===== src/rtl/keypad_lock_pkg.sv =====
package keypad_lock_pkg;
  localparam int unsigned DIGIT_W_DEF    = 4;
  localparam int unsigned NUM_DIGITS_DEF = 3;

  // True when the vector has at most one bit set (legal one-hot or the all-zero error code).
  function automatic logic at_most_one(input logic [15:0] v);
    return (v & (v - 16'd1)) == 16'd0;
  endfunction
endpackage


===== src/rtl/keypad_lock_code_bank.sv =====
module keypad_lock_code_bank #(
  parameter int unsigned                W    = 4,
  parameter int unsigned                N    = 3,
  parameter logic [N*W-1:0]             INIT = {4'd2, 4'd4, 4'd3}
) (
  input  logic                  clk,
  input  logic                  rst,
  input  logic [W-1:0]          din,
  input  logic [N-1:0]          wr,
  output logic [N-1:0][W-1:0]   code
);
  for (genvar i = 0; i < N; i++) begin : g_reg
    logic [W-1:0] q = INIT[i*W +: W];
    always_ff @(posedge clk) begin
      if (!rst && wr[i]) q <= din;
    end
    assign code[i] = q;
  end
endmodule


===== src/rtl/keypad_lock_select.sv =====
module keypad_lock_select #(
  parameter int unsigned W = 4,
  parameter int unsigned N = 3
) (
  input  logic [N-1:0][W-1:0] code,
  input  logic [N-1:0]        sel,
  input  logic [W-1:0]        din,
  output logic                match
);
  logic [N-1:0][W-1:0] masked;
  logic [W-1:0]        picked;

  for (genvar i = 0; i < N; i++) begin : g_mask
    assign masked[i] = code[i] & {W{sel[i]}};
  end

  always_comb begin
    picked = '0;
    for (int i = 0; i < N; i++) picked = picked | masked[i];
  end

  assign match = (|sel) && (picked == din);
endmodule


===== src/rtl/keypad_lock_ctrl.sv =====
module keypad_lock_ctrl #(
  parameter int unsigned N  = 3,
  localparam int unsigned SW = N + 1
) (
  input  logic          clk,
  input  logic          rst,
  input  logic          entry,
  input  logic          match,
  output logic [SW-1:0] state
);
  import keypad_lock_pkg::*;

  localparam logic [SW-1:0] ST_FIRST = SW'(1);
  localparam logic [SW-1:0] ST_ERR   = '0;

  logic [SW-1:0] state_q;
  logic [SW-1:0] state_d;
  logic          legal;

  assign legal = at_most_one(16'(state_q));

  always_comb begin
    state_d = state_q;
    if (!legal) begin
      state_d = ST_ERR;
    end else if (state_q[SW-1] || state_q == ST_ERR) begin
      state_d = state_q;
    end else if (entry) begin
      state_d = match ? (state_q << 1) : ST_ERR;
    end
  end

  always_ff @(posedge clk) begin
    if (rst) state_q <= ST_FIRST;
    else     state_q <= state_d;
  end

  assign state = state_q;
endmodule


===== src/rtl/keypad_lock.sv =====
module keypad_lock #(
  parameter int unsigned    DIGIT_W      = keypad_lock_pkg::DIGIT_W_DEF,
  parameter int unsigned    NUM_DIGITS   = keypad_lock_pkg::NUM_DIGITS_DEF,
  parameter logic [NUM_DIGITS*DIGIT_W-1:0] DEFAULT_CODE = {4'd2, 4'd4, 4'd3}
) (
  input  logic                  clk,
  input  logic                  rst,
  input  logic [DIGIT_W-1:0]    digit_val,
  input  logic                  digit_new,
  input  logic [NUM_DIGITS-1:0] code_wr,
  output logic                  door_open
);
  localparam int unsigned SW = NUM_DIGITS + 1;

  logic [NUM_DIGITS-1:0][DIGIT_W-1:0] code;
  logic [SW-1:0]                      state_q;
  logic                               match;

  keypad_lock_code_bank #(.W(DIGIT_W), .N(NUM_DIGITS), .INIT(DEFAULT_CODE)) u_bank (
    .clk (clk), .rst (rst), .din (digit_val), .wr (code_wr), .code (code)
  );

  keypad_lock_select #(.W(DIGIT_W), .N(NUM_DIGITS)) u_sel (
    .code (code), .sel (state_q[NUM_DIGITS-1:0]), .din (digit_val), .match (match)
  );

  keypad_lock_ctrl #(.N(NUM_DIGITS)) u_ctrl (
    .clk (clk), .rst (rst), .entry (digit_new), .match (match), .state (state_q)
  );

  assign door_open = state_q[SW-1];
endmodule


===== config.mk =====
export PLATFORM = sky130hd
export DESIGN_NAME = keypad_lock
export DESIGN_NICKNAME = d
export VERILOG_FILES = /design/src/rtl/keypad_lock_pkg.sv /design/src/rtl/keypad_lock_code_bank.sv /design/src/rtl/keypad_lock_select.sv /design/src/rtl/keypad_lock_ctrl.sv /design/src/rtl/keypad_lock.sv
export SDC_FILE = /design/constraint.sdc
export NUM_CORES = 1
export LEC_CHECK = 0
export BUFFER_PORTS_ARGS = -buffer_cell sky130_fd_sc_hd__buf_2
export CORE_MARGIN = 2
export CORE_UTILIZATION = 30
export CTS_BUF_LIST = sky130_fd_sc_hd__clkbuf_8 sky130_fd_sc_hd__clkbuf_16
export DETAILED_ROUTE_END_ITERATION = 8
export PLACE_DENSITY = 0.61
export SLEW_MARGIN = 20
export SYNTH_ARGS = -nofsm -noshare
export SYNTH_HDL_FRONTEND = slang
export SYNTH_HIERARCHICAL = 1
export SYNTH_SLANG_ARGS = --single-unit

===== constraint.sdc =====
create_clock -name clk -period 1.6 [get_ports clk]
set_input_delay 0.16 -clock clk [delete_from_list [all_inputs] [get_ports clk]]
set_output_delay 0.16 -clock clk [all_outputs]
set_load 0.005 [all_outputs]

==> flow_summary.rst, run 1 <==
.. list-table::
   :header-rows: 1

   * - Metric
     - Value
   * - Area occupied by registers
     - 440.4 sq um
   * - Relative slew margins
     - 0.7179
   * - Setup Crit Path Kind
     - register to register
   * - Layout filler cell count
     - 203
   * - Nets@finish
     - 76
   * - Most frequent cells in the layout
     - edfxtp_1 (12), buf_2 (10), buf_4 (7), dfxtp_1 (4), a222oi_1 (4)
   * - CORE AREA
     - 2022 sq um
   * - Critical path arrival
     - 1990 ps
   * - Initial cell density of the core
     - 0.3267
   * - Power density normalized to cell area
     - 1005 nW/um^2
   * - Required time of the critical path
     - 1750 ps
   * - Final period util
     - 1.149
   * - Number of hold violations in the final report
     - 0
   * - Total clock buffers created by CTS
     - 3
   * - Max IR drop VDD
     - 0.0006176 V
   * - Pin count of the biggest net entering global routing
     - 10
   * - Number of antenna violations at the first check in global routing
     - 0
   * - Final Wtd Congestion
     - 0.7286
   * - Worst hold path class
     - input port to register
   * - Worst Hold Path EP
     - u_bank/g_reg[1].q[1]$_DFFE_PP_
   * - Number of buffers on the longest clock path
     - 2
   * - H-tree depth
     - 1
   * - Vias in the first global route
     - 460
   * - Number of routed nets with antenna violations
     - 0
   * - Total detailed-routing wirelength
     - 1266 microns
   * - Startpoint type of the worst setup path
     - register
   * - Outcome
     - finished with violations
   * - Depth of the most critical reg-to-reg path
     - 7
   * - DP Worst Slack
     - -229.1 ps
   * - Average footprint of a synthesized cell
     - 15.01 sq um
   * - Pre-antenna DRT Iters
     - 4
   * - Synth Register Bits
     - 16
   * - Final setup skew
     - 3.538 ps
   * - Violated checks
     - negative setup slack
   * - Source-to-sink clock delay at the later pin of the worst-skew pair
     - 240 ps
   * - Sequential share of the synthesized area
     - 0.6667
   * - Max-capacitance violation count
     - 0
   * - Leakage dissipation
     - 0.3060 nW
   * - I/O Pins
     - 11
   * - Worst-case register-to-register setup slack
     - -240 ps
   * - Wire length of the first global-routing pass
     - 2132 microns
   * - Least-Margin Pin Slew
     - 422.3 ps
   * - Routed via count
     - 453
   * - Reg-to-reg critical path endpoint
     - u_ctrl/state[2]$_SDFFE_PP0P_
   * - Count of distinct cell types in the synthesized netlist
     - 16
   * - Total gr overflow
     - 0
   * - Count of hold-fix buffers inserted at cts
     - 0
   * - Family of cells with the greatest summed delay on the critical path
     - simple AND/OR/NAND/NOR gates
   * - Inserted Diodes
     - 0
   * - Worst path buffer plus inverter count
     - 0
   * - Cell-by-cell listing of the critical path
     - a222oi_1 > xor2_1 > o311ai_1 > nor3_2 > and4b_2 > a21oi_1 > nor3_1
   * - Floorplan row count
     - 16
   * - Critical-path maximum fanout
     - 3
   * - Unrepaired setup endpoints after global routing
     - yes
   * - Root Buffer
     - clkbuf_8
   * - Input/output buffers
     - 10
   * - Worst Hold Launch
     - digit_val[1]
   * - Clock sink count
     - 16
   * - Capturing element type of the critical path
     - register
   * - Fmax
     - 543.9 MHz
   * - Slowest cell on the critical path
     - a222oi_1
   * - Clock transition time at the flip-flop clock pins of the worst setup and hold paths
     - 60 ps
   * - Vertical die dimension
     - 50.93 microns
   * - Finish-stage setup viols
     - 3
   * - Worst Hold Slack
     - 141.0 ps
   * - Floorplan die area
     - 2593 sq um
   * - RR Startpoint
     - u_bank/g_reg[0].q[0]$_DFFE_PP_
   * - Number of DRC violations after detailed routing
     - 0
   * - Area growth from synthesis to final layout
     - 27.46%
   * - Minimum clock period
     - 1839 ps
   * - Clock tree from TritonCTS
     - done
   * - Initial DRC count
     - 12
   * - Instance count along the most critical hold path
     - 1
   * - All-layer global routing usage
     - 0.1160
   * - Cell area after technology mapping
     - 660.6 sq um
   * - Max-slew violation count
     - 0
   * - Total of warnings raised by yosys
     - 6
   * - Largest stage delay on the critical path
     - 380 ps
   * - Fraction of final layout cells with drive strength greater than 1
     - 0.4154
   * - DIE WIDTH
     - 50.93 microns
   * - Placed wire-length estimate
     - 979.7 microns
   * - Final WS setup
     - -238.7 ps
   * - Synthesized netlist cell count
     - 44
   * - Post-DR vias/cell
     - 4.924
   * - Area of the multi-input gates
     - 220.2 sq um
   * - Drt wl/cell
     - 13.76 microns
   * - Synth Net Count
     - 54
   * - Commonest non-fill, non-tap cell in the layout
     - edfxtp_1
   * - Resize count post-CTS
     - 0
## cells in the mapped netlist
cell type / n / area (sq um)
a222oi_1: 4 / 40.04
and4b_2: 2 / 22.52
a211oi_2: 2 / 25.02
a31o_2: 1 / 8.760
nor3_2: 1 / 10.01
nand2b_2: 1 / 8.760
o311ai_1: 1 / 8.760
dfxtp_1: 4 / 80.08
a21oi_1: 2 / 10.01
a31oi_1: 1 / 6.260
nor3_1: 3 / 15.01
nor2b_1: 3 / 18.77
xnor2_1: 2 / 17.52
edfxtp_1: 12 / 360.4
xor2_1: 2 / 17.52
nor2_1: 3 / 11.26
## per-stage QoR
stage / setup TNS (ps) / power [mW] / cell area, sq um / instances / util
3_3_place_gp: -278.8 / 0.5588 / 789.5 / 87 / 0.3905
2_1_floorplan: 0 / 0.5248 / 660.6 / 44 / -
5_1_grt: -933.9 / 0.8910 / 842.1 / 92 / 0.4165
4_1_cts: -537.6 / 0.8595 / 842.1 / 92 / 0.4165
6_report: -509.6 / 0.8462 / 842.1 / 92 / 0.4165
3_5_place_dp: -383.5 / 0.5613 / 789.5 / 87 / 0.3905
## per-layer routing
layer  track usage  vias to the layer above  part of all wire  wire [microns]
met3       0.03801                        2             0.038              48
met1        0.1530                      217              0.48             613
met4       0.05405                        0             0.013              17
li1              -                      225                 -               -
met5             0                        -                 0               0
met2        0.1710                        9              0.46             588
## state kept, by name, summed over array words and instances (netlist names)
register      cells
u_bank/g.q       12
u_ctrl/state      4
## power by group
part           internal [mW]  switching (mW)
clock network          0.170           0.123
registers              0.472         0.00735
logic                 0.0365          0.0375
total                  0.678           0.168
## what timing repair did
action,CTS,global route
pin swaps,1,0
buffers inserted,1,0
endpoints found under the hold margin,0,0
setup endpoints to repair,3,3
## cell type report
cell class,count,share of cell area
sequential,16,0.5230
clock buffer,3,0.04903
clock inverter,1,0.004458
multi-input combinational,28,0.2615
timing repair buffer,17,0.1218
tap,27,0.04012
## worst max-delay path by stage
stage                                        start                            to  slack, ps  cells after the start
finish              u_bank/g_reg[0].q[0]$_DFFE_PP_  u_ctrl/state[2]$_SDFFE_PP0P_       -240                      7
global route        u_bank/g_reg[0].q[2]$_DFFE_PP_  u_ctrl/state[2]$_SDFFE_PP0P_       -370                      7
CTS                 u_bank/g_reg[0].q[0]$_DFFE_PP_  u_ctrl/state[2]$_SDFFE_PP0P_       -260                      7
detailed placement  u_bank/g_reg[0].q[0]$_DFFE_PP_  u_ctrl/state[2]$_SDFFE_PP0P_       -230                      7
global placement      u_ctrl/state[2]$_SDFFE_PP0P_  u_ctrl/state[1]$_SDFFE_PP0P_       -150                      7
floorplan             u_ctrl/state[2]$_SDFFE_PP0P_  u_ctrl/state[2]$_SDFFE_PP0P_          1                      7
## cells by family (layout without fill, tap and decap cells)
logic type | Yosys count | in the layout | synth area share
buf+inv | 0 | 21 | 0
simple gates | 13 | 13 | 0.1307
xor+xnor | 4 | 4 | 0.05304
flops | 16 | 16 | 0.6667
compound gates | 11 | 11 | 0.1496
Power figures use the tool's default switching activity.
==> run 2, diff against run 1 <==
--- a/config.mk
+++ b/config.mk
@@ -11,6 +11,7 @@
 export CTS_BUF_LIST = sky130_fd_sc_hd__clkbuf_8 sky130_fd_sc_hd__clkbuf_16
 export DETAILED_ROUTE_END_ITERATION = 8
 export PLACE_DENSITY = 0.61
+export SKIP_CTS_REPAIR_TIMING = 1
 export SLEW_MARGIN = 20
 export SYNTH_ARGS = -nofsm -noshare
 export SYNTH_HDL_FRONTEND = slang
==> flow_summary.rst, run 2 (synthesis results as in run 1) <==
.. list-table::
   :header-rows: 1

   * - Metric
     - Value
   * - Outcome
     - finished with violations
   * - Violated checks
     - negative setup slack
   * - I/O Pins
     - 11
   * - Family of cells with the greatest summed delay on the critical path
     - simple AND/OR/NAND/NOR gates
   * - Vertical die dimension
     - 50.93 microns
   * - Area of the multi-input gates
     - 220.2 sq um
   * - Source-to-sink clock delay at the later pin of the worst-skew pair
     - 240 ps
   * - Floorplan die area
     - 2593 sq um
   * - Pin count of the biggest net entering global routing
     - 10
   * - Drt wl/cell
     - 13.85 microns
   * - Unrepaired setup endpoints after global routing
     - yes
   * - Routed via count
     - 450
   * - Leakage dissipation
     - 0.3006 nW
   * - Critical path arrival
     - 1970 ps
   * - Clock transition time at the flip-flop clock pins of the worst setup and hold paths
     - 60 ps
   * - Startpoint type of the worst setup path
     - register
   * - Post-DR vias/cell
     - 4.945
   * - Net switching power
     - 0.1685 mW
   * - Number of DRC violations after detailed routing
     - 0
   * - Inserted Diodes
     - 0
   * - Slowest cell on the critical path
     - a222oi_1
   * - Fraction of final layout cells with drive strength greater than 1
     - 0.4063
   * - Number of antenna violations at the first check in global routing
     - 0
   * - H-tree depth
     - 1
   * - Layout Cell Area excl Fill
     - 834.6 sq um
   * - Area occupied by registers
     - 440.4 sq um
   * - Pre-antenna DRT Iters
     - 4
   * - Placed cell area
     - 789.5 sq um
   * - DIE WIDTH
     - 50.93 microns
   * - Final setup skew
     - 3.515 ps
   * - All-layer global routing usage
     - 0.1147
   * - Root Buffer
     - clkbuf_8
   * - Internal cell power
     - 0.6765 mW
   * - Switching portion of total power
     - 0.1994
   * - Largest stage delay on the critical path
     - 390 ps
   * - Final TNS setup
     - -395.0 ps
   * - Commonest non-fill, non-tap cell in the layout
     - edfxtp_1
   * - Most frequent cells in the layout
     - edfxtp_1 (12), buf_2 (10), buf_4 (6), dfxtp_1 (4), a222oi_1 (4)
   * - Final period util
     - 1.137
   * - Max-capacitance violation count
     - 0
   * - Power share of the combinational group
     - 0.086
   * - Clock sink count
     - 16
   * - Worst path buffer plus inverter count
     - 0
   * - Critical-path maximum fanout
     - 3
   * - Required time of the critical path
     - 1750 ps
   * - Power density normalized to cell area
     - 1012 nW/um^2
   * - Initial cell density of the core
     - 0.3267
   * - CORE AREA
     - 2022 sq um
   * - Share of power burned in the clock network
     - 0.347
   * - Total gr overflow
     - 0
   * - Most flop-heavy register
     - u_bank/g.q
   * - Input/output buffers
     - 10
   * - Number of buffers on the longest clock path
     - 2
   * - Fmax
     - 549.5 MHz
   * - Cell-by-cell listing of the critical path
     - a222oi_1 > xor2_1 > o311ai_1 > nor3_2 > and4b_2 > a21oi_1 > nor3_1
   * - Setup Crit Path Kind
     - register to register
   * - Layout filler cell count
     - 203
   * - Clock tree from TritonCTS
     - done
   * - Final WS setup
     - -219.8 ps
   * - Total detailed-routing wirelength
     - 1260 microns
   * - Wire length of the first global-routing pass
     - 2104 microns
   * - Placed wire-length estimate
     - 979.7 microns
   * - Finish-stage setup viols
     - 2
   * - Number of routed nets with antenna violations
     - 0
   * - Final Wtd Congestion
     - 0.7286
   * - Max IR drop VDD
     - 0.0006181 V
   * - Nets@finish
     - 75
   * - Capturing element type of the critical path
     - register
   * - Worst hold path class
     - input port to register
   * - Worst-case register-to-register setup slack
     - -220 ps
   * - Relative slew margins
     - 0.7132
   * - Area growth from synthesis to final layout
     - 26.33%
   * - Least-Margin Pin Slew
     - 429.4 ps
   * - Max reg flops
     - 12
   * - Number of hold violations in the final report
     - 0
   * - Minimum clock period
     - 1820 ps
   * - Initial DRC count
     - 12
   * - Vias in the first global route
     - 457
   * - Floorplan row count
     - 16
   * - Total clock buffers created by CTS
     - 3
   * - Share of power burned in registers
     - 0.567
   * - Max-slew violation count
     - 0
==> run 2: metrics by stage <==
stage / cells / worst slack [ps] / hold slack, ps / util / power, mW
floorplan: 44 / 1.010 / 239.3 / - / 0.5248
detailed placement: 87 / -229.1 / 398.6 / 0.3905 / 0.5613
global route: 91 / -375.2 / 138.8 / 0.4127 / 0.8891
global placement: 87 / -154.9 / 390.8 / 0.3905 / 0.5588
CTS: 91 / -265.6 / 141.9 / 0.4127 / 0.8578
finish: 91 / -219.8 / 140.9 / 0.4127 / 0.8450
==> run 2: routing by layer <==
metal / GRT usage / wire length, microns
met2: 0.1667 / 577
met4: 0.05405 / 17
met5: 0 / 0
met3: 0.03801 / 48
met1: 0.1530 / 617
==> run 2: cell type report <==
| class | instances | area share |
|---|---|---|
| multi-input combinational | 28 | 0.2639 |
| timing repair buffer | 16 | 0.1139 |
| sequential | 16 | 0.5277 |
| clock buffer | 3 | 0.04948 |
| tap | 27 | 0.04048 |
| clock inverter | 1 | 0.004498 |
==> run 2: final timing paths <==
check / start / endpoint / depth (start not counted)
hold / removal: digit_val[1] / u_bank/g_reg[1].q[1]$_DFFE_PP_ / 1
hold reg to reg: u_ctrl/state[3]$_SDFFE_PP0P_ / u_ctrl/state[3]$_SDFFE_PP0P_ / 2
setup reg to reg: u_bank/g_reg[0].q[2]$_DFFE_PP_ / u_ctrl/state[2]$_SDFFE_PP0P_ / 7
setup / recovery: u_bank/g_reg[0].q[2]$_DFFE_PP_ / u_ctrl/state[2]$_SDFFE_PP0P_ / 7
==> run 2: power groups by stage <==
stage                     clock network [mW]  logic, mW  registers [mW]
after CTS                              0.305     0.0738           0.479
after global routing                   0.329     0.0798           0.481
after detailed placement                   0     0.0734           0.488
final                                  0.293     0.0726           0.479
after floorplan                            0     0.0366           0.488
after global placement                     0     0.0718           0.487
==> run 2: worst register-to-register path, cell delays in order, from the launching register on <==
cell and delay [ps]:
edfxtp_1 360, a222oi_1 390, xor2_1 180, o311ai_1 120, nor3_2 210, and4b_2 250
a21oi_1 40, nor3_1 170
